File: src/rtl/rxnf_pkg.sv
package rxnf_pkg;
  localparam int unsigned REG_W   = 8;
  localparam int unsigned BIT_EN  = 2;
  localparam int unsigned BIT_SEL = 1;
  localparam int unsigned BIT_SBY = 0;
  localparam int unsigned CTL_W   = 3;
  localparam logic [REG_W-1:0] RSV_ONES = 8'hF8;

  typedef struct packed {
    logic nc_en;
    logic tx_sel;
    logic stby;
  } ctrl_t;
endpackage

File: src/rtl/rxnf_ctrl_reg.sv
module rxnf_ctrl_reg
  import rxnf_pkg::*;
(
  input  logic             clk,
  input  logic             rst_n,
  input  logic             we,
  input  logic [REG_W-1:0] wdata,
  output logic [REG_W-1:0] rdata,
  output ctrl_t            ctrl
);
  ctrl_t ctrl_q;

  always_ff @(posedge clk or negedge rst_n) begin
    if (!rst_n) begin
      ctrl_q <= '0;
    end else if (we) begin
      ctrl_q.nc_en  <= wdata[BIT_EN];
      ctrl_q.tx_sel <= wdata[BIT_SEL];
      ctrl_q.stby   <= wdata[BIT_SBY];
    end
  end

  always_comb begin
    rdata          = RSV_ONES;
    rdata[BIT_EN]  = ctrl_q.nc_en;
    rdata[BIT_SEL] = ctrl_q.tx_sel;
    rdata[BIT_SBY] = ctrl_q.stby;
  end

  assign ctrl = ctrl_q;
endmodule

File: src/rtl/rxnf_sync.sv
module rxnf_sync #(
  parameter int unsigned DEPTH = 2
) (
  input  logic clk,
  input  logic rst_n,
  input  logic din,
  output logic dout
);
  logic [DEPTH-1:0] chain;

  generate
    for (genvar i = 0; i < DEPTH; i++) begin : g_ff
      always_ff @(posedge clk or negedge rst_n) begin
        if (!rst_n) chain[i] <= 1'b1;
        else if (i == 0) chain[i] <= din;
        else chain[i] <= chain[(i == 0) ? 0 : i-1];
      end
    end
  endgenerate

  assign dout = chain[DEPTH-1];
endmodule

File: src/rtl/rxnf_vote_filter.sv
module rxnf_vote_filter #(
  parameter int unsigned STAGES = 3
) (
  input  logic clk,
  input  logic rst_n,
  input  logic din,
  input  logic strobe,
  input  logic hold,
  input  logic active,
  output logic dout
);
  logic [STAGES-1:0] stg;
  logic              agree;
  logic              out_q;

  generate
    for (genvar i = 0; i < STAGES; i++) begin : g_stage
      always_ff @(posedge clk or negedge rst_n) begin
        if (!rst_n) stg[i] <= 1'b1;
        else if (strobe && !hold) begin
          if (i == 0) stg[i] <= din;
          else stg[i] <= stg[(i == 0) ? 0 : i-1];
        end
      end
    end
  endgenerate

  assign agree = (&stg) | ~(|stg);

  always_ff @(posedge clk or negedge rst_n) begin
    if (!rst_n) begin
      out_q <= 1'b1;
    end else if (!hold) begin
      if (!active) out_q <= din;
      else if (strobe && agree) out_q <= stg[STAGES-1];
    end
  end

  assign dout = out_q;
endmodule

File: src/rtl/rx_noise_filter.sv
module rx_noise_filter
  import rxnf_pkg::*;
#(
  parameter int unsigned SYNC_DEPTH = 2,
  parameter int unsigned VOTE_DEPTH = 3
) (
  input  logic             clk,
  input  logic             rst_n,
  input  logic             reg_we,
  input  logic [REG_W-1:0] reg_wdata,
  output logic [REG_W-1:0] reg_rdata,
  input  logic             sample_en,
  input  logic             sync_mode,
  input  logic             rx_pin,
  output logic             rx_filt,
  input  logic             tx_data,
  output logic             tx_oe,
  output logic             tx_out,
  output logic             standby
);
  ctrl_t ctrl;
  logic  rx_sync;
  logic  filt_active;

  rxnf_ctrl_reg u_reg (
    .clk   (clk),
    .rst_n (rst_n),
    .we    (reg_we),
    .wdata (reg_wdata),
    .rdata (reg_rdata),
    .ctrl  (ctrl)
  );

  rxnf_sync #(.DEPTH(SYNC_DEPTH)) u_sync (
    .clk   (clk),
    .rst_n (rst_n),
    .din   (rx_pin),
    .dout  (rx_sync)
  );

  assign filt_active = ctrl.nc_en & ~sync_mode;

  rxnf_vote_filter #(.STAGES(VOTE_DEPTH)) u_vote (
    .clk    (clk),
    .rst_n  (rst_n),
    .din    (rx_sync),
    .strobe (sample_en),
    .hold   (ctrl.stby),
    .active (filt_active),
    .dout   (rx_filt)
  );

  assign tx_oe   = ctrl.tx_sel;
  assign tx_out  = ctrl.tx_sel ? tx_data : 1'b1;
  assign standby = ctrl.stby;
endmodule

File: config.mk
export PLATFORM = sky130hd
export DESIGN_NAME = rx_noise_filter
export DESIGN_NICKNAME = d
export VERILOG_FILES = /design/src/rtl/rxnf_pkg.sv /design/src/rtl/rxnf_ctrl_reg.sv /design/src/rtl/rxnf_sync.sv /design/src/rtl/rxnf_vote_filter.sv /design/src/rtl/rx_noise_filter.sv
export SDC_FILE = /design/constraint.sdc
export NUM_CORES = 1
export LEC_CHECK = 0
export ABC_CLOCK_PERIOD_IN_PS = 1750
export BUFFER_PORTS_ARGS = -buffer_cell sky130_fd_sc_hd__buf_2
export CAP_MARGIN = 20
export CORE_AREA = 3 3 40 42
export CTS_CLUSTER_DIAMETER = 200
export DETAILED_ROUTE_END_ITERATION = 12
export DIE_AREA = 0 0 43 45
export SLEW_MARGIN = 20
export SYNTH_ARGS = -nofsm -noshare
export SYNTH_HDL_FRONTEND = slang
export SYNTH_SLANG_ARGS = --single-unit
File: constraint.sdc
create_clock -name clk -period 1.75 [get_ports clk]
set_input_delay 0.175 -clock clk [delete_from_list [all_inputs] [get_ports clk]]
set_output_delay 0.175 -clock clk [all_outputs]
set_load 0.02 [all_outputs]
==> results of run 1 <==
-- Yosys cell counts --
library cell and number:
mux2_2 5, and4b_1 1, nor3b_1 1, o21ai_0 1
and3_1 1, nand2_1 1, nor3_1 1, dfrtp_1 3
a211oi_2 1, a21oi_1 1, o21ai_1 1, dfstp_2 6
conb_1 1, nor2b_2 1, nand2b_1 2, buf_4 7
inv_1 1
-- what timing repair did --
item	CTS	global route
setup buffers	0	0
hold buffers	1	1
endpoints found under the hold margin	9	1
-- power by group through the flow --
stage	Sequential [mW]	Clock [mW]	Combinational, mW
floorplan	0.301	0	0.0835
global placement	0.290	0	0.119
detailed placement	0.292	0	0.122
CTS	0.289	0.164	0.124
global route	0.296	0.173	0.135
finish	0.290	0.154	0.124
-- metrics by stage --
stage          power (mW)  utilization  setup WS (ns)  area [um^2]  hold WS [ns]
4_1_cts             0.576        0.411          0.625          528       0.00642
3_3_place_gp        0.410        0.383          0.659          492        0.0301
6_report            0.567        0.419          0.642          538         0.139
2_1_floorplan       0.384            -          0.643          445        -0.121
3_5_place_dp        0.414        0.383          0.659          492        0.0298
5_1_grt             0.604        0.419          0.599          538         0.142
-- worst min path at each step --
stage                  from  cells past startpoint         endpoint  slack (ns)
4_1_cts              rx_pin                      1  u_sync.chain[0]       0.006
3_5_place_dp          rst_n                      1    u_reg.ctrl[2]        0.03
6_report       reg_wdata[0]                      3    u_reg.ctrl[0]        0.14
5_1_grt        reg_wdata[0]                      3    u_reg.ctrl[0]        0.14
3_3_place_gp          rst_n                      1    u_reg.ctrl[2]        0.03
2_1_floorplan         rst_n                      0    u_reg.ctrl[0]       -0.12
-- area by class of cell --
class,count,area share
clock buffer,4,0.0488
tap,15,0.0349
inverter,1,0.00698
multi-input combinational,22,0.291
sequential,9,0.433
timing repair buffer,18,0.186
-- routing by layer --
layer  vias up  global-route usage
met5         -                   0
met1       140               0.115
li1        148                   -
met4         0              0.0723
met3         0              0.0239
met2        20               0.111
-- cells by family after synthesis --
kind of cell	count (synthesis)	share of synthesized area
compound gates	4	0.0639
buf+inv	8	0.131
flops	9	0.541
mux	5	0.131
other cells	1	0.00871
simple gates	8	0.125
-- sequential cells by signal (all words and copies together) (netlist names) --
name,flops
u_vote.dout,1
u_sync.dout,1
u_vote.stg,3
u_sync.chain,1
u_reg.ctrl,3
==> run summary, run 1 <==
sequential area share after synthesis -> 0.541
FF+latch area -> 233 um^2
first-pass GRT wire length -> 1190 um
Worst Path Arrival -> 0.93 ns
peak supply drop -> 0.604 mV
share of cells above drive strength 1 -> 0.593
pin count of the biggest net entering global routing -> 10
IO Count -> 27
drt pass-1 iters -> 2
die height -> 45 um
Cells after Synth -> 35
crit path launch type -> flip-flop
Critical Path, Cell by Cell -> buf_2
sequential share of power -> 0.511
nets@finish -> 70
vias per std cell -> 4.46
clk_skew -> 0.00167 ns
Max Fclk -> 902 MHz
maxcap violations -> 0
Layout area overhead -> 25.0%
CTS tree -> built
Sw Share -> 0.282
initial antenna violation count -> 0
antenna cell count -> 0
Cell Area, Synth -> 430 um^2
Site Rows -> 13
RSZ-0062 raised after global routing -> false
Die W -> 43 um
commonest non-fill, non-tap cell in the layout -> buf_2
GRT overflow -> 0
Slew Limit Fails -> 0
total die area -> 1940 um^2
register-to-register setup slack -> 0.66 ns
Multi-input gate area -> 156 um^2
Starting Density -> 0.335
leakage power figure -> 0.255 nW
power share of the clock group -> 0.271
largest cells by area after synthesis -> dfstp_2 37%, dfrtp_1 17%, mux2_2 13%, buf_4 12%, a211oi_2 2.9%
clock tree buffer depth -> 2
flops & latches, synth -> 9
total negative setup slack -> 0 ns
WP depth -> 1
Residual DRC -> 0
via count -> 308
port bufs -> 16
vias in the first global route -> 281
RR Startpoint -> u_reg.ctrl[0]
htree depth -> 1
Post-CTS Resized -> 0
CTS sink cnt -> 9
clock root cell -> clkbuf_4
reg2reg end -> u_vote.stg[2]
Worst Setup SP -> u_vote.dout
Psw -> 160 uW
CORE AREA -> 1280 um^2
worst reg-to-reg path cell count -> 2
DRT iter0 DRCs -> 3
CP max-delay cell -> dfstp_2
worst skew pair latency -> 0.25 ns
cell taking the most area after synthesis -> dfstp_2
met3 routed WL -> 91 um
Clock Pin Slew Worst Setup and Hold Paths -> 0.06 ns
highest cell delay on the worst timing path -> 0.53 ns
critical path fanouts, max -> 2
Worst setup EP type -> output pin
Final Non-Filler Cells -> 69
Worst path top cell family by delay -> flip-flops
share of the synthesized area in the top cell type -> 0.366
Setup crit end -> rx_filt
Tcrit/Tclk final -> 0.633
uppermost layer routed -> met3
post-synth cell types -> 17
M1 wire length -> 332 um
Comb pwr share -> 0.218
antenna-violating nets left -> 0
min Tclk post-route -> 1.11 ns
WS Path Type -> reg2out
wirelength, routed -> 712 um
Setup Viol. Count Final -> 0
Hold Vio Cnt, Final -> 0
Int Pwr -> 407 uW
filler cell count -> 134
WL met2 -> 288 um
status -> complete, no violations
Worst Path Buf+Inv -> 1
gpl congestion -> 0.631
GRT Overall Usage -> 0.0852
most frequent cells in the layout -> 16 x buf_2, 6 x dfstp_2, 5 x mux2_2, 5 x conb_1
Ys Warns -> 0
syn avg cell area -> 12.3 um^2
Pwr per Cell Area -> 1050 nW/um^2
Routed WL per cell -> 10.3 um
CP Data Required Time -> 1.57 ns
DP Cell Count -> 63
Num CTS Buffers -> 3
worst min path class -> in2reg
Note: power is estimated with default switching activity, not from simulation.
==> inputs of run 2 (changes only) <==
--- a/config.mk
+++ b/config.mk
@@ -5,13 +5,15 @@
 export SDC_FILE = /design/constraint.sdc
 export NUM_CORES = 1
 export LEC_CHECK = 0
-export ABC_CLOCK_PERIOD_IN_PS = 1750
+export ABC_AREA = 1
+export ABC_CLOCK_PERIOD_IN_PS = 900
 export BUFFER_PORTS_ARGS = -buffer_cell sky130_fd_sc_hd__buf_2
 export CAP_MARGIN = 20
 export CORE_AREA = 3 3 40 42
 export CTS_CLUSTER_DIAMETER = 200
 export DETAILED_ROUTE_END_ITERATION = 12
 export DIE_AREA = 0 0 43 45
+export PLACE_DENSITY = 0.67
 export SLEW_MARGIN = 20
 export SYNTH_ARGS = -nofsm -noshare
 export SYNTH_HDL_FRONTEND = slang
==> constraint.sdc (replaced) <==
create_clock -name clk -period 0.9 [get_ports clk]
set_input_delay 0.09 -clock clk [delete_from_list [all_inputs] [get_ports clk]]
set_output_delay 0.09 -clock clk [all_outputs]
set_load 0.02 [all_outputs]
==> run summary, run 2 <==
Critical Path, Cell by Cell -> inv_2 -> or2_4 -> buf_6
sequential area share after synthesis -> 0.524 (-0.0168)
Synth async-reset ratio -> 1.00 (unchanged)
antenna-violating nets left -> 0 (unchanged)
Final Non-Filler Cells -> 88 (+28%)
Worst path top cell family by delay -> flip-flops
Num CTS Buffers -> 3 (unchanged)
Hold Vio Cnt, Final -> 0 (unchanged)
maxcap violations -> 0 (unchanged)
total die area -> 1940 um^2 (unchanged)
Cells after Synth -> 50 (+43%)
status -> finished, violations left
WP depth -> 3 (+2)
dpl cell area -> 523 um^2 (+6.4%)
peak supply drop -> 0.862 mV (+43%)
antenna cell count -> 0 (unchanged)
Layout area overhead -> 45.9%
via count -> 373 (+21%)
WS Path Type -> reg2out
Worst Path Buf+Inv -> 2 (+1)
Max Fclk -> 915 MHz
flops & latches, synth -> 9 (unchanged)
IO Count -> 27 (unchanged)
Starting Density -> 0.346 (+0.0107)
worst reg-to-reg path cell count -> 6 (+4)
Post-synth top flop -> dfstp_2
CORE AREA -> 1280 um^2 (unchanged)
Cell Area, Synth -> 444 um^2 (+3.2%)
CTS tree -> built
leakage power figure -> 0.328 nW (+29%)
failing checks -> negative setup slack
share of the synthesized area in the top cell type -> 0.355 (-0.0113)
most frequent cells in the layout -> 13 x nand2_1, 9 x buf_2, 8 x buf_6
largest cells by area after synthesis -> dfstp_2 35%, dfrtp_1 17%, nand2_1 14%, buf_4 12%, inv_1 5.1%
Worst setup EP type -> output pin
vias per std cell -> 4.24 (-5.0%)
clock tree buffer depth -> 2 (unchanged)
worst skew pair latency -> 0.25 ns (about the same)
Site Rows -> 13 (unchanged)
Die W -> 43 um (unchanged)
gpl congestion -> 0.691 (+9.5%)
RSZ-0062 raised after global routing -> true
nets@finish -> 89 (+27%)
port bufs -> 16 (unchanged)
share of cells above drive strength 1 -> 0.575 (-0.0173)
min Tclk post-route -> 1.09 ns
post-synth cell types -> 13 (-4)
initial antenna violation count -> 0 (unchanged)
wirelength, routed -> 892 um (+25%)
Synth top cells by count -> 17 x nand2_1, 7 x buf_4, 6 x dfstp_2, 6 x inv_1, 4 x o21ai_0
CTS sink cnt -> 9 (unchanged)
crit path launch type -> flip-flop
Routed WL per cell -> 10.1 um (-1.8%)
vias in the first global route -> 384 (+37%)
htree depth -> 1 (unchanged)
Pwr per Cell Area -> 1840 nW/um^2 (+75%)
CP max-delay cell -> dfrtp_2
critical path fanouts, max -> 2 (unchanged)
Slew Limit Fails -> 0 (unchanged)
clk_skew -> 0.00123 ns (-0.000439 ns)
drt pass-1 iters -> 2 (unchanged)
Clock Pin Slew Worst Setup and Hold Paths -> 0.06 ns (about the same)
top-count cell post-synth -> nand2_1
worst min path class -> in2reg
Tcrit/Tclk final -> 1.21
GRT overflow -> 0 (unchanged)
clock root cell -> clkbuf_4
Post-synth EDFFs -> 0 (unchanged)
cell taking the most area after synthesis -> dfstp_2
DRT iter0 DRCs -> 3 (unchanged)
syn avg cell area -> 8.88 um^2 (-28%)
pin count of the biggest net entering global routing -> 10 (unchanged)
hold path depth -> 3 (unchanged)
highest cell delay on the worst timing path -> 0.37 ns (-0.16 ns)
Ys Warns -> 0 (unchanged)
GRT Overall Usage -> 0.107 (+0.0215)
crit path setup slack, layout -> -0.193 ns (-0.835 ns)
post-route cell area -> 648 um^2 (+20%)
die height -> 45 um (unchanged)
Residual DRC -> 0 (unchanged)
Setup Viol. Count Final -> 7 (+7)
commonest non-fill, non-tap cell in the layout -> nand2_1
Worst Path Arrival -> 1.00 ns (+0.07 ns)
first-pass GRT wire length -> 1480 um (+24%)
DP Cell Count -> 80 (+27%)
CP Data Required Time -> 0.81 ns (-0.76 ns)
run 2: through the flow:
step	power, mW	TNS [ns]	worst slack, ns	utilization	hold slack [ns]
after floorplan	0.725	-0.0127	-0.0127	-	-0.206
after global placement	0.788	-0.0465	-0.0465	0.407	-0.0505
after detailed placement	0.794	-0.0525	-0.0525	0.407	-0.0492
after CTS	1.18	-0.659	-0.189	0.488	0.0368
after global routing	1.29	-1.06	-0.235	0.504	0.0613
final	1.19	-0.650	-0.193	0.504	0.0573
run 2: cells by family after synthesis:
family                 synth area share
muxes                            0.0254
AOI/OAI and AO/OA                0.0563
other                           0.00844
buffers and inverters             0.169
and+or+nand+nor                   0.217
DFF                               0.524
run 2: final cells by class:
cell class | instances | area [um^2]
multi-input combinational | 32 | 168
tap | 15 | 18.8
sequential | 9 | 235
timing repair buffer | 22 | 178
clock buffer | 4 | 26.3
inverter | 6 | 22.5
fill | 125 | 637
run 2: what timing repair did:
action / CTS / global route
hold endpoints to repair: 10 / 0
gates resized for setup: 18 / 5
buffers inserted: 1 / 1
hold buffers: 2 / 0
setup endpoints to repair: 8 / 10
pin swaps: 1 / 4
run 2: final timing paths:
path | endpoint | slack [ns] | from
min in group asynchronous | u_reg.ctrl[2] | 0.21 | rst_n
worst min-delay path | u_reg.ctrl[0] | 0.06 | reg_wdata[0]
max in group asynchronous | u_vote.dout | 0.44 | rst_n
worst min register to register | u_sync.dout | 0.36 | u_sync.chain[0]
worst max register to register | u_vote.dout | -0.06 | u_vote.stg[1]
worst max-delay path | tx_out | -0.19 | u_reg.ctrl[1]
run 2: metal layers:
layer | share of wire | GRT usage | vias up | wire, um
li1 | - | - | 185 | -
met5 | 0 | 0 | - | 0
met1 | 0.36 | 0.119 | 168 | 317
met4 | 0.011 | 0.0723 | 0 | 10
met3 | 0.087 | 0.0279 | 2 | 78
met2 | 0.54 | 0.180 | 18 | 486
run 2: worst min-delay path, stage by stage:
cell and delay [ns]:
buf_2 0.08, nand2_1 0.04, o21ai_0 0.06
run 2: power breakdown:
part	switching, mW	leakage [nW]	internal (mW)
logic	0.176	0.216	0.165
clock network	0.132	0.0150	0.170
registers	0.0550	0.0966	0.494
